--- config.mk ---
export PLATFORM = sky130hd
export DESIGN_NAME = wide_reg_bridge
export DESIGN_NICKNAME = d
export VERILOG_FILES = /design/src/rtl/wrb_pkg.sv /design/src/rtl/wrb_decode.sv /design/src/rtl/wrb_hold.sv /design/src/rtl/wrb_store.sv /design/src/rtl/wide_reg_bridge.sv
export SDC_FILE = /design/constraint.sdc
export NUM_CORES = 1
export LEC_CHECK = 0
export ABC_AREA = 1
export BUFFER_PORTS_ARGS = -buffer_cell sky130_fd_sc_hd__buf_2
export CORE_UTILIZATION = 43
export DETAILED_ROUTE_END_ITERATION = 6
export GPL_TIMING_DRIVEN = 0
export PLACE_DENSITY = 0.8
export SLEW_MARGIN = 25
export SYNTH_ARGS = -nofsm -noshare
export SYNTH_HDL_FRONTEND = slang
export SYNTH_HIERARCHICAL = 1
export SYNTH_SLANG_ARGS = --single-unit
--- constraint.sdc ---
create_clock -name clk -period 0.8 [get_ports clk]
set_input_delay 0 -clock clk [delete_from_list [all_inputs] [get_ports clk]]
set_output_delay 0 -clock clk [all_outputs]
set_load 0.03 [all_outputs]
--- src/rtl/wrb_pkg.sv ---
package wrb_pkg;

    localparam int BYTE_W_DFLT = 8;
    localparam int LANES       = 2;

    typedef enum logic {
        LANE_LO = 1'b0,
        LANE_HI = 1'b1
    } lane_e;

    // Decoded single-cycle bus intent
    typedef struct packed {
        logic rd_lo;
        logic rd_hi;
        logic wr_lo;
        logic wr_hi;
        logic commit;   // low write that is allowed to land
    } strobe_t;

    function automatic strobe_t decode_req(logic rd, logic wr, lane_e lane, logic limit);
        strobe_t s;
        s.rd_lo  = rd && (lane == LANE_LO);
        s.rd_hi  = rd && (lane == LANE_HI);
        s.wr_lo  = wr && (lane == LANE_LO);
        s.wr_hi  = wr && (lane == LANE_HI);
        s.commit = s.wr_lo && limit;
        return s;
    endfunction

endpackage

--- src/rtl/wrb_decode.sv ---
module wrb_decode
    import wrb_pkg::*;
(
    input  logic    bus_hi,
    input  logic    bus_rd,
    input  logic    bus_wr,
    input  logic    limit_mode,
    output strobe_t strb
);
    always_comb begin
        strb = decode_req(bus_rd, bus_wr, lane_e'(bus_hi), limit_mode);
    end
endmodule

--- src/rtl/wrb_hold.sv ---
module wrb_hold
    import wrb_pkg::*;
#(
    parameter int BYTE_W = BYTE_W_DFLT
) (
    input  logic              clk,
    input  logic              rst,
    input  strobe_t           strb,
    input  logic [BYTE_W-1:0] wdata,
    input  logic [BYTE_W-1:0] live_hi,
    output logic [BYTE_W-1:0] hold_q
);
    // Shared holding byte: write path parks data, read path freezes live high byte.
    always_ff @(posedge clk) begin
        if (rst) begin
            hold_q <= '0;
        end else if (strb.wr_hi) begin
            hold_q <= wdata;
        end else if (strb.rd_lo) begin
            hold_q <= live_hi;
        end
    end
endmodule

--- src/rtl/wrb_store.sv ---
module wrb_store
    import wrb_pkg::*;
#(
    parameter int BYTE_W = BYTE_W_DFLT,
    localparam int WORD_W = BYTE_W * LANES
) (
    input  logic              clk,
    input  logic              rst,
    input  strobe_t           strb,
    input  logic [BYTE_W-1:0] wdata,
    input  logic [BYTE_W-1:0] hold_q,
    input  logic              cap_valid,
    input  logic [WORD_W-1:0] cap_value,
    output logic [WORD_W-1:0] word_q
);
    // Per-lane storage; a committing bus write outranks a capture load.
    for (genvar g = 0; g < LANES; g++) begin : g_lane
        logic [BYTE_W-1:0] bus_byte;
        assign bus_byte = (g == 0) ? wdata : hold_q;

        always_ff @(posedge clk) begin
            if (rst) begin
                word_q[g*BYTE_W +: BYTE_W] <= '0;
            end else if (strb.commit) begin
                word_q[g*BYTE_W +: BYTE_W] <= bus_byte;
            end else if (cap_valid) begin
                word_q[g*BYTE_W +: BYTE_W] <= cap_value[g*BYTE_W +: BYTE_W];
            end
        end
    end
endmodule

--- src/rtl/wide_reg_bridge.sv ---
module wide_reg_bridge
    import wrb_pkg::*;
#(
    parameter int BYTE_W = BYTE_W_DFLT,
    localparam int WORD_W = BYTE_W * LANES
) (
    input  logic              clk,
    input  logic              rst,
    input  logic              bus_hi,
    input  logic              bus_rd,
    input  logic              bus_wr,
    input  logic [BYTE_W-1:0] bus_wdata,
    output logic [BYTE_W-1:0] bus_rdata,
    input  logic              limit_mode,
    input  logic              cap_valid,
    input  logic [WORD_W-1:0] cap_value,
    output logic [WORD_W-1:0] word_q
);
    strobe_t           strb;
    logic [BYTE_W-1:0] hold_q;

    wrb_decode u_dec (
        .bus_hi     (bus_hi),
        .bus_rd     (bus_rd),
        .bus_wr     (bus_wr),
        .limit_mode (limit_mode),
        .strb       (strb)
    );

    wrb_hold #(.BYTE_W(BYTE_W)) u_hold (
        .clk     (clk),
        .rst     (rst),
        .strb    (strb),
        .wdata   (bus_wdata),
        .live_hi (word_q[WORD_W-1 -: BYTE_W]),
        .hold_q  (hold_q)
    );

    wrb_store #(.BYTE_W(BYTE_W)) u_store (
        .clk       (clk),
        .rst       (rst),
        .strb      (strb),
        .wdata     (bus_wdata),
        .hold_q    (hold_q),
        .cap_valid (cap_valid),
        .cap_value (cap_value),
        .word_q    (word_q)
    );

    always_comb begin
        if (strb.rd_lo)      bus_rdata = word_q[BYTE_W-1:0];
        else if (strb.rd_hi) bus_rdata = hold_q;
        else                 bus_rdata = '0;
    end
endmodule

# After elaboration in Yosys (flattened, before gate mapping)
# Index checks and enable logic that the tools add are counted.
# word_totals
ff_bits,24
output_inout_bits,24
mem_bits_ro,0
n_memories,0
latch_bits,0
ram_bits,0
input_bits,31
# classes
n_div,0
n_mul,0
addsub,0
order_cmp,0
n_reduce_logical,7
n_bitwise,1
muxes,8
shifts,0
n_eq_ne,0
# op_table
op,count
two-way mux 8 bit,8
logical AND 1 bit,5
nonzero test 2 bit,2
NOT 1 bit,1

# Depth between registers and ports, before layout
# Gate-level depths: netlist of the first run.
# depth
word_depth,4
depth_mapped,10
depth_no_buf,8

# By module
# The synthesis of the first run kept the hierarchy.
# by_module_without_submodules
module,cells_per_inst,instances,area_per_inst_um2
wrb_store,122,1,807.0
wrb_hold,61,1,409.1
wide_reg_bridge,27,1,120.1
wrb_decode,11,1,46.3

# Worst setup path after synthesis of the first run
# OpenSTA, ideal clock, no wires.
# synth_path
path_kind,register to register
startpoint,register u_store.word_q[8]
endpoint,register u_hold.hold_q[0]
t_arrival_ps,773
path_stages_with_launch,5
path_slack_ps,-28
required_time_ps,744
path_cell_list,dfxtp_1 -> nand3_1 -> nand3_1 -> nand2_1 -> inv_1
# synth_between
elab_chain_cells,2
# synth_rtl
element,line,text
from (decl),wrb_store.sv:14,output logic [WORD_W-1:0] word_q
"from (signal, indexed assignment)",wrb_store.sv:25,word_q[g*BYTE_W +: BYTE_W] <= bus_byte;
"from (signal, indexed assignment)",wrb_store.sv:27,word_q[g*BYTE_W +: BYTE_W] <= cap_value[g*BYTE_W +: BYTE_W];
two-way mux 8 bit,wrb_hold.sv:19,end else if (strb.rd_lo) begin
two-way mux 8 bit,wrb_hold.sv:17,end else if (strb.wr_hi) begin
to (signal assigned),wrb_hold.sv:18,hold_q <= wdata;
to (signal assigned),wrb_hold.sv:20,hold_q <= live_hi;
to (decl),wrb_hold.sv:11,output logic [BYTE_W-1:0] hold_q
# No other way between the ends. The select of a mux whose other input is x is not followed.
# A chain may end at the register's enable or synchronous reset.

# Final worst setup path of the first run
# layout_path
startpoint,register u_hold.hold_q[4]
endpoint,output port bus_rdata[4]
# layout_between
elab_chain_cells,2
# layout_rtl
element,line,text
two-way mux 8 bit,wide_reg_bridge.sv:52,else if (strb.rd_hi) bus_rdata = hold_q;
two-way mux 8 bit,wide_reg_bridge.sv:51,if (strb.rd_lo) bus_rdata = word_q[BYTE_W-1:0];
to (decl),wide_reg_bridge.sv:13,"output logic [BYTE_W-1:0] bus_rdata,"
# No other way between the ends.

==> flow_metrics.env, run 1 <==
export IMPL_status="finished with violations"
export IMPL_failed_checks="negative setup slack"
export IMPL_worst_slack_ns=-0.216
export IMPL_drt_initial_drc_count=179
export IMPL_ios=55
export IMPL_gp_congestion=0.863
export IMPL_numCtsBuffers=3
export IMPL_synth_net_count=251
export IMPL_syn_inst=220
export IMPL_antenna_found_initial=0
export IMPL_clk_pin_slew_ns=0.13
export IMPL_setup_worst_path_end_class="output port"
export IMPL_drt_total_wl_mm=5.44
export IMPL_max_vdd_ir_drop_v=0.000698
export IMPL_num_vias=1918
export IMPL_worstPathRequired_ns=0.80
export IMPL_path_delay_family="flip-flops"
export IMPL_area_growth_pct=74.8
export IMPL_final_hold_viol_count=0
export IMPL_ys_warn_count=6
export IMPL_firstDrtPassIters=5
export IMPL_final_setup_skew_ns=0.00342
export IMPL_fin_util_pct=78.9
export IMPL_critical_path_max_fanout=2
export IMPL_cts_tree="built"
export IMPL_fmax_mhz=984
export IMPL_criticalPathCategory="register to output port"
export IMPL_most_common_layout_cells="nand2_1 (62), buf_6 (39), nand3_1 (33), buf_2 (32), nand2_2 (28)"
export IMPL_clock_sinks=24
export IMPL_overflow=0
export IMPL_grt_use_total_pct=26.3
export IMPL_clkLatencyLatePin_ns=0.32
export IMPL_post_route_drc_count=0
export IMPL_setup_viol=31
export IMPL_die_area_um2=3440
export IMPL_post_route_min_period_ns=1.02
export IMPL_fin_crit_sh_pct=127
export IMPL_leakage_nw=1.37
export IMPL_antenna_cells=0
export IMPL_route_met2_wl_mm=2.68
export IMPL_drt_met1_wl_mm=2.02
export IMPL_fin_cells=352
export IMPL_crit_slowest_cell="dfxtp_2"
export IMPL_grt_pass1_vias=1556
export IMPL_seqCellArea_um2=510
export IMPL_tightestPinTransition_ns=0.267
export IMPL_fillCellCount=187
export IMPL_hpwl_mm=2.74
export IMPL_startpoint_type="register"
export IMPL_highest_layer="met4"
export IMPL_clock_path_buffers=2
export IMPL_wl_per_cell_um=15.4
export IMPL_avgSynthCellArea_um2=6.27
export IMPL_row_count=20
export IMPL_crit_path_max_incr_delay_ns=0.38
export IMPL_dp_cells=317
export IMPL_viasPerCell=5.45
export IMPL_r2r_slack_ns=-0.13
export IMPL_die_x_um=58.6
export IMPL_layout_drive_gt1_share_pct=56.8
export IMPL_max_slew_margin_pct=82.2
export IMPL_initial_core_util_pct=45.2
export IMPL_crit_buf_inv=1
export IMPL_final_common_cell="nand2_1"
export IMPL_nNetsFinal=341
export IMPL_pwr_density_cell_nw_per_um2=1220
export IMPL_hold_path_class="primary input to register"
export IMPL_max_cap_violations=0
export IMPL_cts_root_buf="clkbuf_4"
export IMPL_core_area_um2=3050
export IMPL_multiInputGateArea_um2=870
export IMPL_syn_area_um2=1380
export IMPL_cp_data_arrival_time_ns=1.02
export IMPL_crit_chain="nand3_1 > nand2_1 > buf_6"
export IMPL_grt_max_degree=13
export IMPL_drv_slew=0
export IMPL_cts_max_level=1
export IMPL_drtAntennaViolNets=0
export IMPL_grt_setup_unrepaired="yes"
export IMPL_route_met3_wl_um=502
export IMPL_die_y_um=58.6
export IMPL_io_buffers=53
export IMPL_grt_pass1_wl_mm=6.93
-- report_power, final --
group          internal [mW]  switching (mW)  leakage (nW)
Sequential              1.28          0.0674         0.207
Clock                  0.177           0.370        0.0138
Combinational          0.467           0.570          1.15
-- timing repair --
item                                    in CTS  in global routing
endpoints found under the setup margin      24                 45
gates cloned                                 0                  1
hold endpoints to repair                    14                  0
pin swaps                                    7                 17
buffers inserted                            19                  2
hold buffers                                10                  0
gates resized for setup                     63                 62
-- final cells by class --
cell class              count  share of cell area, %
plain buffers              11                   4.15
clock buffers               3                  0.935
inverters                  34                   5.50
multi-input cells         151                   36.1
flip-flops and latches     24                   21.2
well taps                  44                   2.28
repair buffers             85                   29.9
-- layer usage --
metal	GRT usage [%]	vias up
met3	1.76	40
met4	11.9	0
met2	44.0	152
li1	-	854
met1	34.9	872
met5	0	-
-- worst reg2reg max path, stage by stage, from the launching register on --
cell,delay (ns)
dfxtp_2,0.35
buf_4,0.14
nand3_1,0.11
nand3_1,0.12
nand2_1,0.08
inv_1,0.04
-- final timing paths --
path / cells past startpoint / start / endpoint
worst max-delay path: 3 / u_hold/hold_q[4] / bus_rdata[4]
worst min-delay path: 5 / cap_value[9] / u_store/word_q[9]
worst max register to register: 5 / u_store/word_q[13] / u_hold/hold_q[5]
worst min register to register: 4 / u_store/word_q[4] / u_store/word_q[4]
-- per-stage QoR --
step                setup slack (ns)  total power [mW]  hold WS (ns)  TNS [ns]  area, um^2
finish                        -0.216              2.93       0.00215     -2.18        2410
global route                  -0.248              3.06        0.0164     -3.55        2410
global placement              -0.217              2.01         0.313     -3.47        1720
CTS                           -0.176              2.76      0.000288     -1.53        2170
detailed placement            -0.260              2.02         0.311     -4.12        1720
floorplan                  0.0000792              1.80         0.152         0        1400
-- state kept, by name, summed over array words and instances (netlist names) --
name and count:
u_hold/hold_q 8, u_store/word_q 16
(Power assumes the default switching activity.)
==> inputs of run 2 (changes only) <==
--- a/config.mk
+++ b/config.mk
@@ -16,3 +16,4 @@
 export SYNTH_HDL_FRONTEND = slang
 export SYNTH_HIERARCHICAL = 1
 export SYNTH_SLANG_ARGS = --single-unit
+export TNS_END_PERCENT = 10
==> run 2 against run 1 <==
Effect of this change: the flow finishes with violations (design-rule violations, negative setup slack); first-iteration DRC count down 41%; critical path type unchanged; clock-buffer cell count increased by 1; sequential cell count did not move; via count is 10% lower; register-to-register slack about the same; critical path depth unchanged; die area stayed put; wire length down 18%; worst hold slack better by 0.0038 ns; maximum frequency rose by 2.8%; total power fell by 2.0%.
==> flow_metrics.env, run 2 (same netlist as run 1, synthesis figures left out) <==
export IMPL_antenna_found_initial=0
export IMPL_num_vias=1721
export IMPL_dp_slack_ns=-0.233
export IMPL_wl_per_cell_um=12.9
export IMPL_post_route_drc_count=2
export IMPL_clock_path_buffers=2
export IMPL_fmax_mhz=1010
export IMPL_grt_use_total_pct=24.8
export IMPL_fin_area_um2=2180
export IMPL_crit_slowest_cell="dfxtp_2"
export IMPL_max_slew_margin_pct=84.1
export IMPL_grt_pass1_vias=1547
export IMPL_failed_checks="design-rule violations, negative setup slack"
export IMPL_rr_worst_depth=6
export IMPL_die_y_um=58.6
export IMPL_core_area_um2=3050
export IMPL_drv_slew=0
export IMPL_fin_crit_sh_pct=124
export IMPL_crit_chain="nand3_1 > nand2_1 > buf_6"
export IMPL_final_common_cell="nand2_1"
export IMPL_initial_core_util_pct=45.2
export IMPL_tightestPinTransition_ns=0.238
export IMPL_area_growth_pct=58.3
export IMPL_setup_worst_path_end_class="output port"
export IMPL_startpoint="u_hold/hold_q[0]"
export IMPL_leakage_nw=1.26
export IMPL_grt_pass1_wl_mm=6.57
export IMPL_numCtsBuffers=3
export IMPL_firstDrtPassIters=6
export IMPL_crit_end="bus_rdata[0]"
export IMPL_grt_setup_unrepaired="yes"
export IMPL_fillCellCount=243
export IMPL_cts_root_buf="clkbuf_4"
export IMPL_drt_total_wl_mm=4.45
export IMPL_die_x_um=58.6
export IMPL_status="finished with violations"
export IMPL_cts_tree="built"
export IMPL_worst_slack_ns=-0.188
export IMPL_clk_pin_slew_ns=0.14
export IMPL_worstPathRequired_ns=0.80
export IMPL_clkLatencyLatePin_ns=0.31
export IMPL_layout_drive_gt1_share_pct=41.1
export IMPL_finalPower_mw=2.87
export IMPL_pwr_density_cell_nw_per_um2=1320
export IMPL_criticalPathCategory="register to output port"
export IMPL_drtAntennaViolNets=0
export IMPL_row_count=20
export IMPL_ios=55
export IMPL_r2r_slack_ns=-0.13
export IMPL_dp_cells=317
export IMPL_viasPerCell=4.97
export IMPL_hold_path_class="primary input to register"
export IMPL_cp_data_arrival_time_ns=0.99
export IMPL_max_cap_violations=0
export IMPL_regMostFlops="u_store/word_q"
export IMPL_hpwl_mm=2.62
export IMPL_most_common_layout_cells="nand2_1 (84), nand3_1 (51), buf_2 (32), buf_6 (31), inv_1 (29)"
export IMPL_drt_initial_drc_count=105
export IMPL_critical_path_max_fanout=2
export IMPL_gp_congestion=0.846
export IMPL_fin_tns_setup_ns=-2.18
export IMPL_final_hold_viol_count=0
export IMPL_post_route_min_period_ns=0.988
export IMPL_antenna_cells=0
export IMPL_nNetsFinal=334
export IMPL_grt_max_degree=14
export IMPL_startpoint_type="register"
export IMPL_reg2reg_to="u_hold/hold_q[1]"
export IMPL_clock_sinks=24
export IMPL_cts_max_level=1
export IMPL_setup_viol=30
export IMPL_fin_util_pct=71.5
export IMPL_crit_path_max_incr_delay_ns=0.36
export IMPL_r2r_start="u_hold/hold_q[1]"
export IMPL_die_area_um2=3440
export IMPL_biggestRegsByFlops="u_store/word_q: 16 flops, u_hold/hold_q: 8 flops"
export IMPL_fin_cells=346
export IMPL_placed_area_um2=1700
export IMPL_largest_register_ffs=16
export IMPL_overflow=0
export IMPL_holdWs_ns=0.00597
export IMPL_final_setup_skew_ns=0.000440
export IMPL_max_vdd_ir_drop_v=0.000639
export IMPL_io_buffers=53
==> run 2: timing repair <==
item | in CTS | in global routing
resized for setup | 67 | 18
pin swaps | 1 | 7
endpoints found under the hold margin | 17 | 0
hold buffers | 13 | 0
buffers inserted | 8 | 4
endpoints found under the setup margin | 24 | 39
==> run 2: routing by layer <==
layer	part of all wire (%)	vias up	global-route usage (%)	wire length [um]
met2	51	90	44.3	2260
li1	-	841	-	-
met5	0	-	0	0
met1	40	780	30.6	1770
met3	7.7	10	3.52	343
met4	1.8	0	8.50	78
==> run 2: worst max-delay path: cells and delay by family, from the launching register on <==
family | cells | cell delay, ns
buffers and inverters | 1 | 0.13
DFF | 1 | 0.36
and+or+nand+nor | 2 | 0.18
==> run 2: how the worst min path moves through the flow <==
stage	slack (ns)	cells past startpoint	endpoint	startpoint
5_1_grt	0.009	5	u_store/word_q[4]	bus_wdata[4]
3_3_place_gp	0.31	4	u_hold/hold_q[1]	rst
6_report	0.006	5	u_store/word_q[15]	cap_value[15]
2_1_floorplan	0.15	3	u_hold/hold_q[6]	rst
3_5_place_dp	0.31	4	u_hold/hold_q[6]	rst
4_1_cts	0.001	5	u_store/word_q[6]	cap_value[6]
==> run 2: cell type report <==
class	count	area [um^2]	area share [%]
multi-input cells	151	714	32.7
clock buffers	4	36.3	1.66
inverters	34	130	5.96
flip-flops and latches	24	510	23.4
well taps	44	55.1	2.52
repair buffers	78	643	29.5
plain buffers	11	93.8	4.30
==> run 2: where the power goes <==
group          leakage (nW)  switching (mW)  total, mW  internal (mW)
clock network        0.0210           0.370      0.648          0.278
logic                  1.04           0.477      0.880          0.403
registers             0.207          0.0630       1.34           1.28
total                  1.26           0.910       2.87           1.96
==> inputs of run 3 (changes only) <==
--- a/config.mk
+++ b/config.mk
@@ -6,12 +6,11 @@
 export NUM_CORES = 1
 export LEC_CHECK = 0
 export ABC_AREA = 1
-export BUFFER_PORTS_ARGS = -buffer_cell sky130_fd_sc_hd__buf_2
-export CORE_UTILIZATION = 43
+export CORE_UTILIZATION = 55
 export DETAILED_ROUTE_END_ITERATION = 6
+export DONT_BUFFER_PORTS = 1
 export GPL_TIMING_DRIVEN = 0
-export PLACE_DENSITY = 0.8
-export SLEW_MARGIN = 25
+export PLACE_DENSITY = 0.78
 export SYNTH_ARGS = -nofsm -noshare
 export SYNTH_HDL_FRONTEND = slang
 export SYNTH_HIERARCHICAL = 1
==> run 3 against run 2 <==
Effect of this change: the run ends with negative setup slack left; clock skew is 0.013 ns higher; cell count is 18% lower; maximum frequency is 0.73% lower; clock power is 5.4% higher; first-iteration DRC count is 9.5% higher; sequential power is 7% higher; utilization is 18 points higher; non-clock buffer count is 46 lower; total power is 1.5% lower; register-to-register slack worse by 0.02 ns; wire length is 24% higher; via count is 3.0% higher; largest power group unchanged.
==> flow_metrics.env, run 3 (same netlist as run 1, synthesis figures left out) <==
export IMPL_criticalPathCategory="register to output port"
export IMPL_clock_path_buffers=2
export IMPL_firstDrtPassIters=4
export IMPL_hold_path_class="primary input to register"
export IMPL_dp_slack_ns=-0.113
export IMPL_max_vdd_ir_drop_v=0.00115
export IMPL_crit_path_max_incr_delay_ns=0.46
export IMPL_overflow=0
export IMPL_setup_viol=17
export IMPL_cpMostUsedCell="nand2_4"
export IMPL_grt_use_total_pct=37.7
export IMPL_antenna_cells=0
export IMPL_grt_pass1_vias=1663
export IMPL_biggestRegsByFlops="u_store/word_q: 16 flops, u_hold/hold_q: 8 flops"
export IMPL_crit_chain="nand2_4 > nand2_4"
export IMPL_antenna_found_initial=0
export IMPL_highest_layer="met4"
export IMPL_nNetsFinal=288
export IMPL_gp_congestion=0.849
export IMPL_cts_max_level=1
export IMPL_drt_total_wl_mm=5.54
export IMPL_path_delay_family="flip-flops"
export IMPL_clock_sinks=24
export IMPL_worstPathRequired_ns=0.80
export IMPL_io_buffers=0
export IMPL_drv_slew=0
export IMPL_leakage_nw=1.15
export IMPL_worst_slack_ns=-0.196
export IMPL_row_count=17
export IMPL_failed_checks="negative setup slack"
export IMPL_most_common_layout_cells="nand2_1 (68), nand3_1 (43), inv_1 (28), dlygate4sd3_1 (25), dfxtp_4 (16)"
export IMPL_cts_root_buf="clkbuf_4"
export IMPL_regMostFlops="u_store/word_q"
export IMPL_wl_per_cell_um=19.5
export IMPL_num_vias=1773
export IMPL_status="finished with violations"
export IMPL_final_setup_skew_ns=0.0132
export IMPL_setup_worst_path_end_class="output port"
export IMPL_dp_cells=248
export IMPL_grt_pass1_wl_mm=7.21
export IMPL_route_met3_wl_um=646
export IMPL_clkLatencyLatePin_ns=0.34
export IMPL_final_common_cell="nand2_1"
export IMPL_area_growth_pct=49.6
export IMPL_final_hold_viol_count=0
export IMPL_fin_cells=284
export IMPL_die_area_um2=2710
export IMPL_core_area_um2=2300
export IMPL_drt_met1_wl_mm=1.82
export IMPL_holdWs_ns=0.111
export IMPL_numCtsBuffers=3
export IMPL_crit_slowest_cell="dfxtp_4"
export IMPL_pwr_density_cell_nw_per_um2=1370
export IMPL_drtAntennaViolNets=0
export IMPL_ios=55
export IMPL_placed_area_um2=1420
export IMPL_fillCellCount=103
export IMPL_cts_tree="built"
export IMPL_layout_drive_gt1_share_pct=35.5
export IMPL_grt_setup_unrepaired="yes"
export IMPL_tightestPinTransition_ns=0.267
export IMPL_post_route_min_period_ns=0.996
export IMPL_hpwl_mm=2.66
export IMPL_drt_initial_drc_count=115
export IMPL_initial_core_util_pct=60.0
export IMPL_die_x_um=52.1
export IMPL_route_met2_wl_mm=2.63
export IMPL_startpoint_type="register"
export IMPL_fin_area_um2=2060
export IMPL_die_y_um=52.1
export IMPL_grt_max_degree=14
export IMPL_max_slew_margin_pct=82.2
export IMPL_crit_buf_inv=0
export IMPL_fmax_mhz=1000
export IMPL_critical_path_max_fanout=3
export IMPL_clk_pin_slew_ns=0.15
export IMPL_max_cap_violations=0
export IMPL_fin_crit_sh_pct=124
export IMPL_largest_register_ffs=16
export IMPL_cp_data_arrival_time_ns=1.00
export IMPL_viasPerCell=6.24
export IMPL_post_route_drc_count=0
## run 3: metal layers
layer / track usage (%) / vias up
li1: - / 758
met1: 39.5 / 792
met2: 63.5 / 166
met3: 8.77 / 57
met4: 30.6 / 0
met5: 0 / -
## run 3: cell type report
cell class                 count  area (um^2)  share of cell area (%)
multi-input combinational    151          897                    43.5
sequential                    24          551                    26.7
timing repair buffer          32          314                    15.2
inverter                      34          130                    6.31
buffer                        11          100                    4.85
clock buffer                   4         36.3                    1.76
tap                           28         35.0                    1.70
## run 3: final timing paths
kind                                   startpoint                  to  slack, ns  cells after the start
worst max-delay path            u_store/word_q[4]        bus_rdata[4]      -0.20                      2
worst min-delay path                       bus_wr   u_store/word_q[7]       0.11                      7
worst max register to register   u_hold/hold_q[7]    u_hold/hold_q[7]      -0.15                      5
worst min register to register   u_hold/hold_q[4]  u_store/word_q[12]       0.64                      4
## run 3: where the power goes
group          internal, mW  switching, mW  leakage, nW  total (mW)
clock network         0.279          0.404       0.0210       0.683
registers              1.26          0.183        0.211        1.44
logic                 0.287          0.419        0.921       0.706
total                  1.82           1.01         1.15        2.83
## run 3: stage by stage
stage	total power, mW	TNS [ns]	util, %
final	2.83	-1.79	89.8
after global routing	2.93	-2.49	89.8
after CTS	2.69	-2.08	83.8
after detailed placement	1.88	-2.22	61.6
after global placement	1.86	-1.74	61.6
after floorplan	1.79	-0.292	-
## run 3: repair_timing
action                                  in CTS  in global routing
endpoints found under the setup margin      46                 39
gates resized for setup                     65                 35
hold buffers                                25                  0
pin swaps                                   15                 11
buffers inserted                             7                  0
endpoints found under the hold margin       24                  0
## run 3: worst min-delay path, delay by kind of cell
family | cells | cell delay [ns]
AND/OR/NAND/NOR | 5 | 0.27
buffers and inverters | 2 | 0.17
